$ cat src/rtl/mdio_mgmt_pkg.sv
package mdio_mgmt_pkg;

    localparam int REG_AW     = 5;
    localparam int REG_DW     = 32;
    localparam int FIELD_W    = 16;

    localparam logic [REG_AW-1:0] OFF_CMD   = 5'h00;
    localparam logic [REG_AW-1:0] OFF_ADDR  = 5'h04;
    localparam logic [REG_AW-1:0] OFF_WDATA = 5'h08;
    localparam logic [REG_AW-1:0] OFF_RDATA = 5'h0C;
    localparam logic [REG_AW-1:0] OFF_STAT  = 5'h10;

    localparam int GO_BIT     = 14;

    localparam int PRE_BITS   = 32;
    localparam int HDR_BITS   = 14;
    localparam int TA_BITS    = 2;
    localparam int DAT_BITS   = 16;
    localparam int FRAME_BITS = PRE_BITS + HDR_BITS + TA_BITS + DAT_BITS;

    typedef enum logic [2:0] {
        ST_IDLE,
        ST_PREAMBLE,
        ST_HEADER,
        ST_TURN,
        ST_DATA
    } frame_state_e;

    typedef struct packed {
        logic [1:0]         kind;
        logic [1:0]         op;
        logic [4:0]         port;
        logic [4:0]         dev;
        logic [FIELD_W-1:0] payload;
    } frame_req_t;

endpackage

$ cat src/rtl/mdio_mdc_gen.sv
module mdio_mdc_gen #(
    parameter int CLK_DIV = 64
) (
    input  logic clk,
    input  logic rst_n,
    input  logic en,
    output logic mdc,
    output logic rise_stb,
    output logic fall_stb
);
    localparam int HALF = CLK_DIV / 2;
    localparam int CW   = $clog2(HALF + 1);

    logic [CW-1:0] cnt_q;
    logic          mdc_q;
    logic          wrap;

    assign wrap = (cnt_q == CW'(HALF - 1));

    always_ff @(posedge clk or negedge rst_n) begin
        if (!rst_n) begin
            cnt_q <= '0;
            mdc_q <= 1'b0;
        end else if (!en) begin
            cnt_q <= '0;
            mdc_q <= 1'b0;
        end else if (wrap) begin
            cnt_q <= '0;
            mdc_q <= ~mdc_q;
        end else begin
            cnt_q <= cnt_q + 1'b1;
        end
    end

    assign mdc      = mdc_q;
    assign rise_stb = en & wrap & ~mdc_q;
    assign fall_stb = en & wrap & mdc_q;

endmodule

$ cat src/rtl/mdio_frame_engine.sv
module mdio_frame_engine
    import mdio_mgmt_pkg::*;
(
    input  logic               clk,
    input  logic               rst_n,
    input  logic               launch,
    input  frame_req_t         req,
    input  logic               rise_stb,
    input  logic               fall_stb,
    input  logic               mdio_i,
    output logic               busy,
    output logic               mdio_o,
    output logic               mdio_oe,
    output logic               done,
    output logic               done_read,
    output logic               done_incr,
    output logic               done_ta_ok,
    output logic [FIELD_W-1:0] done_data
);
    localparam int CNT_W   = $clog2(FRAME_BITS + 1);
    localparam int PRE_END = PRE_BITS;
    localparam int HDR_END = PRE_BITS + HDR_BITS;
    localparam int TA_END  = HDR_END + TA_BITS;
    localparam int TA_LAST = TA_END - 1;

    frame_state_e            state_q, state_d;
    logic [FRAME_BITS-1:0]   sr_q;
    logic [CNT_W-1:0]        bit_q;
    logic                    rd_q;
    logic                    incr_q;
    logic                    ta_ok_q;
    logic [FIELD_W-1:0]      cap_q;
    logic [1:0]              ta_code;

    assign ta_code = req.op[1] ? 2'b11 : 2'b10;

    // state register
    always_ff @(posedge clk or negedge rst_n) begin
        if (!rst_n) state_q <= ST_IDLE;
        else        state_q <= state_d;
    end

    // transitions
    always_comb begin
        state_d = state_q;
        unique case (state_q)
            ST_IDLE:     if (launch) state_d = ST_PREAMBLE;
            ST_PREAMBLE: if (fall_stb && bit_q == CNT_W'(PRE_END))    state_d = ST_HEADER;
            ST_HEADER:   if (fall_stb && bit_q == CNT_W'(HDR_END))    state_d = ST_TURN;
            ST_TURN:     if (fall_stb && bit_q == CNT_W'(TA_END))     state_d = ST_DATA;
            ST_DATA:     if (fall_stb && bit_q == CNT_W'(FRAME_BITS)) state_d = ST_IDLE;
            default:     state_d = ST_IDLE;
        endcase
    end

    // shift, count and capture
    always_ff @(posedge clk or negedge rst_n) begin
        if (!rst_n) begin
            sr_q    <= '1;
            bit_q   <= '0;
            rd_q    <= 1'b0;
            incr_q  <= 1'b0;
            ta_ok_q <= 1'b0;
            cap_q   <= '0;
        end else if (state_q == ST_IDLE) begin
            if (launch) begin
                sr_q    <= {{PRE_BITS{1'b1}}, req.kind, req.op, req.port,
                            req.dev, ta_code, req.payload};
                bit_q   <= '0;
                rd_q    <= req.op[1];
                incr_q  <= (req.kind == 2'd0) && (req.op == 2'd2);
                ta_ok_q <= 1'b0;
                cap_q   <= '0;
            end
        end else begin
            if (rise_stb) begin
                bit_q <= bit_q + 1'b1;
                if (bit_q == CNT_W'(TA_LAST)) ta_ok_q <= ~mdio_i;
                if (bit_q >= CNT_W'(TA_END))  cap_q <= {cap_q[FIELD_W-2:0], mdio_i};
            end
            if (fall_stb) sr_q <= {sr_q[FRAME_BITS-2:0], 1'b1};
        end
    end

    // outputs
    always_comb begin
        busy       = (state_q != ST_IDLE);
        mdio_o     = sr_q[FRAME_BITS-1];
        done       = (state_q == ST_DATA) && fall_stb && (bit_q == CNT_W'(FRAME_BITS));
        done_read  = rd_q;
        done_incr  = incr_q;
        done_ta_ok = ta_ok_q;
        done_data  = cap_q;
        unique case (state_q)
            ST_IDLE:                 mdio_oe = 1'b0;
            ST_PREAMBLE, ST_HEADER:  mdio_oe = 1'b1;
            ST_TURN, ST_DATA:        mdio_oe = ~rd_q;
            default:                 mdio_oe = 1'b0;
        endcase
    end

endmodule

$ cat src/rtl/mdio_mgmt_master.sv
module mdio_mgmt_master
    import mdio_mgmt_pkg::*;
#(
    parameter int CLK_DIV = 64
) (
    input  logic              clk,
    input  logic              rst_n,
    input  logic              bus_wen,
    input  logic [REG_AW-1:0] bus_addr,
    input  logic [REG_DW-1:0] bus_wdata,
    output logic [REG_DW-1:0] bus_rdata,
    output logic              mdc,
    output logic              mdio_o,
    output logic              mdio_oe,
    input  logic              mdio_i
);
    logic [1:0]         kind_q, op_q;
    logic [4:0]         port_q, dev_q;
    logic [FIELD_W-1:0] addr_q, wdata_q, rdata_q;
    logic               fail_q;

    logic               busy_w, done_w, done_read, done_incr, done_ta_ok;
    logic [FIELD_W-1:0] done_data;
    logic               rise_stb, fall_stb;
    logic               wr_ok, cmd_hit, launch;
    frame_req_t         req;

    assign wr_ok   = bus_wen && !busy_w;
    assign cmd_hit = wr_ok && (bus_addr == OFF_CMD);
    assign launch  = cmd_hit && bus_wdata[GO_BIT];

    always_comb begin
        req.kind    = bus_wdata[13:12];
        req.op      = bus_wdata[11:10];
        req.port    = bus_wdata[9:5];
        req.dev     = bus_wdata[4:0];
        req.payload = (bus_wdata[13:10] == 4'b0000) ? addr_q : wdata_q;
    end

    always_ff @(posedge clk or negedge rst_n) begin
        if (!rst_n) begin
            kind_q  <= '0;
            op_q    <= '0;
            port_q  <= '0;
            dev_q   <= '0;
            addr_q  <= '0;
            wdata_q <= '0;
            rdata_q <= '0;
            fail_q  <= 1'b0;
        end else begin
            if (cmd_hit) begin
                kind_q <= req.kind;
                op_q   <= req.op;
                port_q <= req.port;
                dev_q  <= req.dev;
            end
            if (wr_ok && bus_addr == OFF_ADDR)  addr_q  <= bus_wdata[FIELD_W-1:0];
            if (wr_ok && bus_addr == OFF_WDATA) wdata_q <= bus_wdata[FIELD_W-1:0];
            if (done_w) begin
                if (done_read) begin
                    rdata_q <= done_data;
                    fail_q  <= ~done_ta_ok;
                end
                if (done_incr) addr_q <= addr_q + 1'b1;
            end
        end
    end

    always_comb begin
        case (bus_addr)
            OFF_CMD:   bus_rdata = {17'd0, busy_w, kind_q, op_q, port_q, dev_q};
            OFF_ADDR:  bus_rdata = {16'd0, addr_q};
            OFF_WDATA: bus_rdata = {16'd0, wdata_q};
            OFF_RDATA: bus_rdata = {16'd0, rdata_q};
            OFF_STAT:  bus_rdata = {31'd0, fail_q};
            default:   bus_rdata = '0;
        endcase
    end

    mdio_mdc_gen #(.CLK_DIV(CLK_DIV)) u_mdc (
        .clk      (clk),
        .rst_n    (rst_n),
        .en       (busy_w),
        .mdc      (mdc),
        .rise_stb (rise_stb),
        .fall_stb (fall_stb)
    );

    mdio_frame_engine u_eng (
        .clk        (clk),
        .rst_n      (rst_n),
        .launch     (launch),
        .req        (req),
        .rise_stb   (rise_stb),
        .fall_stb   (fall_stb),
        .mdio_i     (mdio_i),
        .busy       (busy_w),
        .mdio_o     (mdio_o),
        .mdio_oe    (mdio_oe),
        .done       (done_w),
        .done_read  (done_read),
        .done_incr  (done_incr),
        .done_ta_ok (done_ta_ok),
        .done_data  (done_data)
    );

endmodule

$ cat config.mk
export PLATFORM = sky130hd
export DESIGN_NAME = mdio_mgmt_master
export DESIGN_NICKNAME = d
export VERILOG_FILES = /design/src/rtl/mdio_mgmt_pkg.sv /design/src/rtl/mdio_mdc_gen.sv /design/src/rtl/mdio_frame_engine.sv /design/src/rtl/mdio_mgmt_master.sv
export SDC_FILE = /design/constraint.sdc
export NUM_CORES = 1
export LEC_CHECK = 0
export BUFFER_PORTS_ARGS = -buffer_cell sky130_fd_sc_hd__buf_2
export CORE_MARGIN = 10
export CORE_UTILIZATION = 54
export DETAILED_ROUTE_END_ITERATION = 7
export PLACE_DENSITY_LB_ADDON = 0.05
export SYNTH_ARGS = -nofsm -noshare
export SYNTH_HDL_FRONTEND = slang
export SYNTH_SLANG_ARGS = --single-unit
$ cat constraint.sdc
create_clock -name clk -period 1.85 [get_ports clk]
set_input_delay 0.185 -clock clk [delete_from_list [all_inputs] [get_ports clk]]
set_output_delay 0.185 -clock clk [all_outputs]
set_load 0.01 [all_outputs]
==> impl_metrics.ini, run 1 <==
[floorplanning]
row_count = 44
dieArea_mm2 = 0.0202
ios = 76
dieHeight_um = 142
core_mm2 = 0.0146
initial_utilization_pct = 55.2
die_w_um = 142

[setup_path]
path_max_fanout = 9
critPathKind = flop to flop
cp-start-kind = flop
crit_arrival_ps = 2380
r2r-end = u_eng.sr_q[41]
reg2reg_slack_ps = -190
required_ps = 2190
endpoint_kind = flop
r2r_start = u_eng.state_q[2]
r2r_cells = 8

[timing]
fin_ws_ps = -186
drv_slew = 0
setup_viol = 106
slew_headroom_pct = 59.3
hold_viol = 0
worst_pin_slew_ps = 610
rsz0062_at_grt = yes
fin_crit_sh_pct = 110
clock.fmax_mhz = 491
period_needed_ps = 2040
skew_ps = 6.27

[synthesis]
synthTopCellsByArea = dfrtp_1, dfstp_2, nand2_1
synth_top_area_share_pct = 30.8
async_reset_ff_share_pct = 100
netlist_area_mm2 = 0.00805
yosys_warnings = 0
synth_seq_cells = 163
synth_cells = 784
synth_top_area_cell = dfrtp_1
ys.flop_type = dfrtp_1
avgSynthCellArea_um2 = 10.3
synth_cell_type_count = 66
synth_edf_count = 0
yosysSeqAreaShare_pct = 51.7

[layout]
instances_no_fill = 1119
syn2layout_area_growth_pct = 33.2
nets = 968
drive_gt1_share_pct = 42.6
antenna_cells = 0

[placed_design]
place_congestion = 0.849
pre_cts_ws_ps = -111
hpwl_um = 13600
place_inst = 1036
port-buffer-count = 43

[power]
power.leakage_nw = 4.68
power.total_mw = 9.38
ir_drop_v = 0.000847
power_density_mw_per_mm2 = 875

[hold_path]
worstHoldPathCells = 2
hold-path-endpoint = wdata_q[15]
hold_start = bus_wdata[15]
hold_class = input pin to flop

[routing]
drt_pass1_iterations = 5
wire_per_inst_um = 20.3
first_iter_violations = 408
drcViolationCount = 0
vias_per_cell = 5.90
via_count = 6607
detail-route-antenna-nets = 0
routed_wirelength_um = 22700

[clocking]
h-tree-depth = 4
cts_max_path_buffers = 2
cts_sinks = 163
cts_tree = built
numCtsBuffers = 17
clkTransAtPathRegs_ps = 70
cts-root-buf = clkbuf_16
clk_latency_ps = 430

[global_route]
grt_pass1_vias = 6138
grt_overflow = 0
grt_pass1_wl_um = 32900
grt_max_degree = 53
grt_usage_pct = 20.5
antenna_found_initial = 0

[flow_run]
drv_cap = 0

[status]
status = complete, but fails checks
failed_checks = negative setup slack
## synthesized netlist by cell type (all sizes together) (2+ instances only)
cell / number
nand2: 137
clkbuf: 12
nor3: 13
xnor2: 5
or3: 2
nand4: 5
xor2: 5
nor2: 69
and4: 3
nor3b: 6
dfstp: 64
a221o: 14
a22oi: 3
o21a: 2
o22ai: 3
mux2: 47
nor4: 3
o21ai: 102
mux2i: 31
nand3: 22
dfrtp: 99
nand2b: 3
and2: 5
ha: 5
a21oi: 17
o221a: 6
and3: 7
a31o: 2
inv: 6
and3b: 2
a21o: 2
buf: 50
a22o: 15
## through the flow
step                area, um2  setup TNS [ps]  util [%]  hold slack, ps
detailed placement       8910           -2600      61.1             187
global route            10700          -17660      73.5            31.8
finish                  10700           -9220      73.5            26.7
global placement         8910            -704      61.1             184
floorplan                8120           -23.6         -            -111
CTS                      9920           -1950      68.0            21.0
## worst max-delay path, cell delays in order (launching register included)
cell and delay (ps):
dfrtp_2 410, or3_4 410, buf_4 160, buf_4 160, a21oi_4 270, buf_12 210, clkbuf_16 170, nand2_1 50
o21ai_0 90
## logic make-up (layout without fill, tap and decap cells)
logic type	count (synthesis)	in the layout	share of synthesized area, %
multiplexers	78	78	10.4
buffers and inverters	68	204	5.02
flip-flops	163	163	51.7
XOR/XNOR	10	10	1.09
adder cells (fa/ha/maj)	5	5	0.777
other	1	16	0.0466
AO/OA/AOI/OAI	174	174	13.7
AND/OR/NAND/NOR	285	285	17.2
## timing repair
| item | CTS | global route |
|---|---|---|
| hold buffers | 2 | 0 |
| endpoints found under the setup margin | 39 | 150 |
| pin swaps | 14 | 30 |
| gates cloned | 5 | 16 |
| setup buffers | 11 | 19 |
| endpoints found under the hold margin | 25 | 0 |
| resized for setup | 49 | 114 |
## power breakdown
part	switching (mW)	internal [mW]
Sequential	0.351	3.96
Clock	1.47	2.08
Combinational	0.768	0.762
Total	2.59	6.79
## state kept, by name (all words and copies together), names as in the netlist
register	count
addr_q	16
dev_q	5
fail_q	1
kind_q	2
op_q	2
port_q	5
rdata_q	16
u_eng.bit_q	7
u_eng.done_data	16
u_eng.done_incr	1
u_eng.done_read	1
u_eng.done_ta_ok	1
u_eng.sr_q	64
u_eng.state_q	3
u_mdc.cnt_q	6
u_mdc.mdc	1
wdata_q	16
## layout make-up
class	instances	area, um2
timing repair buffer	166	1770
clock buffer	23	543
multi-input combinational	568	3940
inverter	6	22.5
tap	184	230
clock inverter	9	56.3
fill	972	3870
sequential	163	4160
## layout by cell type, fill, tap and decap left out, types with 16 or more instances in the layout
cell / n
buf_12: 16
buf_2: 42
buf_4: 67
buf_6: 17
clkbuf_16: 35
conb_1: 16
dfrtp_1: 98
dfstp_2: 64
mux2_2: 39
mux2i_1: 31
nand2_1: 117
nand3_1: 18
nor2_1: 67
o21ai_0: 37
o21ai_1: 47
o21ai_2: 18
## worst max path at each step
stage	from	end	slack, ps	cells past startpoint
2_1_floorplan	u_mdc.cnt_q[0]	rdata_q[10]	-3	7
3_3_place_gp	u_eng.bit_q[0]	addr_q[15]	-60	7
3_5_place_dp	u_eng.bit_q[0]	rdata_q[10]	-110	7
4_1_cts	u_eng.state_q[2]	bus_rdata[14]	-180	4
5_1_grt	u_eng.bit_q[0]	rdata_q[5]	-230	8
6_report	u_eng.state_q[2]	u_eng.sr_q[41]	-190	8
## layer usage
layer / vias up / GRT usage, % / wire (um)
met1: 3355 / 26.4 / 9850
met3: 41 / 4.21 / 1240
li1: 3019 / - / -
met4: 0 / 8.71 / 533
met2: 192 / 32.6 / 11100
met5: - / 0 / 0
Note: power is estimated with default switching activity, not from simulation.
==> inputs of run 2 (changes only) <==
Settings changed: CORE_UTILIZATION 54 to 55.
Clock period 1.85 ns to 2.2 ns, I/O delays scaled along.
==> impl_metrics.ini, run 2 (same netlist as run 1, synthesis figures left out) <==
[status]
status = finished, final reports clean

[routing]
drt_pass1_iterations = 6
via_count = 5876
first_iter_violations = 471
wire_per_inst_um = 18.1
detail-route-antenna-nets = 0
routed_wirelength_um = 18800
drcViolationCount = 0
vias_per_cell = 5.68

[global_route]
antenna_found_initial = 0
grt_pass1_wl_um = 30800
grt_usage_pct = 19.2
grt_max_degree = 79
grt_pass1_vias = 5747
grt_overflow = 0

[power]
power_density_mw_per_mm2 = 822
power.leakage_nw = 3.85
power.total_mw = 7.58
p_int_mw = 5.60
seq_power_share_pct = 47.2
p_comb_share_pct = 10.0
switching_share_pct = 26.2
clkPwrFrac_pct = 42.8
power.switching_mw = 1.98
ir_drop_v = 0.000642

[placed_design]
hpwl_um = 12700
place_area_mm2 = 0.00849
port-buffer-count = 43
place_congestion = 0.895
place_inst = 996

[layout]
mostFrequentLayoutCells = nand2_1, dfrtp_1, nor2_1, o21ai_0, dfstp_2
syn2layout_area_growth_pct = 14.6
instances_no_fill = 1035
fin_area_mm2 = 0.00922
antenna_cells = 0
largest_reg_flops = 64
mostFrequentLayoutCell = nand2_1
drive_gt1_share_pct = 29.1
largest-register = u_eng.sr_q
nets = 884

[timing]
setup_viol = 0
hold_viol = 0
clock.fmax_mhz = 471
rsz0062_at_grt = no
slew_headroom_pct = 58.6
setup_tns_ps = 0
period_needed_ps = 2120
fin_crit_sh_pct = 96.6
drv_slew = 0
worst_pin_slew_ps = 621
skew_ps = 7.54
holdWs_ps = 17.8

[hold_path]
hold_class = input pin to flop
worstHoldPathCells = 3

[clocking]
cts_sinks = 163
numCtsBuffers = 17
clkTransAtPathRegs_ps = 70
h-tree-depth = 4
cts_max_path_buffers = 2
cts-root-buf = clkbuf_16
clk_latency_ps = 420
cts_tree = built

[floorplanning]
row_count = 44
initial_utilization_pct = 55.8
ios = 76
core_mm2 = 0.0144
dieHeight_um = 141
dieArea_mm2 = 0.0199
die_w_um = 141

[setup_path]
critPathKind = flop to output port
path_max_fanout = 8
r2r_start = u_mdc.cnt_q[0]
endpoint_kind = output port
crit_buf_inv = 1
r2r-end = addr_q[15]
crit_family = flip-flops
cp-endpoint = bus_rdata[14]
cp-start-kind = flop
startpoint = u_eng.state_q[1]
slowest_delay_ps = 460
required_ps = 1980
cp_cell_sequence = or3_4 -> a22o_1 -> a221o_1 -> buf_2
crit_arrival_ps = 1900
reg2reg_slack_ps = 140
r2r_cells = 6
critPathSlowestCell = dfrtp_1
cp.depth = 4

[flow_run]
drv_cap = 0
run 2: power by group through the flow:
stage	combinational, mW	clock [mW]	sequential, mW
2_1_floorplan	0.541	0	3.56
3_3_place_gp	0.723	0	3.61
3_5_place_dp	0.755	0	3.63
4_1_cts	0.764	3.29	3.58
5_1_grt	0.872	3.45	3.63
6_report	0.757	3.25	3.58
run 2: per-layer routing:
| metal | GRT usage (%) | routed length, um |
|---|---|---|
| met1 | 25.1 | 8310 |
| met2 | 30.9 | 9200 |
| met3 | 4.67 | 872 |
| met4 | 5.65 | 374 |
| met5 | 0 | 0 |
run 2: final cells by class:
type / count / area, um2
Inverter: 6 / 22.5
Clock inverter: 15 / 219
Sequential cell: 163 / 4160
Multi-Input combinational cell: 568 / 3560
Fill cell: 1149 / 5200
Clock buffer: 17 / 425
Tap cell: 184 / 230
Timing Repair Buffer: 82 / 604
run 2: how the worst min path moves through the flow:
stage	slack [ps]	to	from
6_report	20	u_eng.done_data[0]	mdio_i
5_1_grt	60	u_eng.done_data[0]	mdio_i
4_1_cts	10	u_eng.done_data[0]	mdio_i
3_5_place_dp	250	port_q[3]	rst_n
3_3_place_gp	240	port_q[3]	rst_n
2_1_floorplan	-80	addr_q[0]	rst_n
run 2: metrics by stage:
step / utilization [%] / worst slack (ps)
after detailed placement: 58.9 / 159
after CTS: 63.5 / 23.4
after global routing: 63.9 / 12.3
final: 63.9 / 75.4
after floorplan: - / 272
after global placement: 58.9 / 204
run 2: repair_timing:
action                                 in CTS  in global routing
pin swaps                                   1                  1
gates cloned                                0                  0
setup endpoints to repair                   1                 23
hold buffers                                1                  0
resized for setup                           2                  3
buffers inserted                            1                  5
endpoints found under the hold margin      43                  0
run 2: worst min-delay path: cells and delay by family:
family          cells  cell delay, ps
compound gates      1              60
simple gates        1              40
buf+inv             1              90
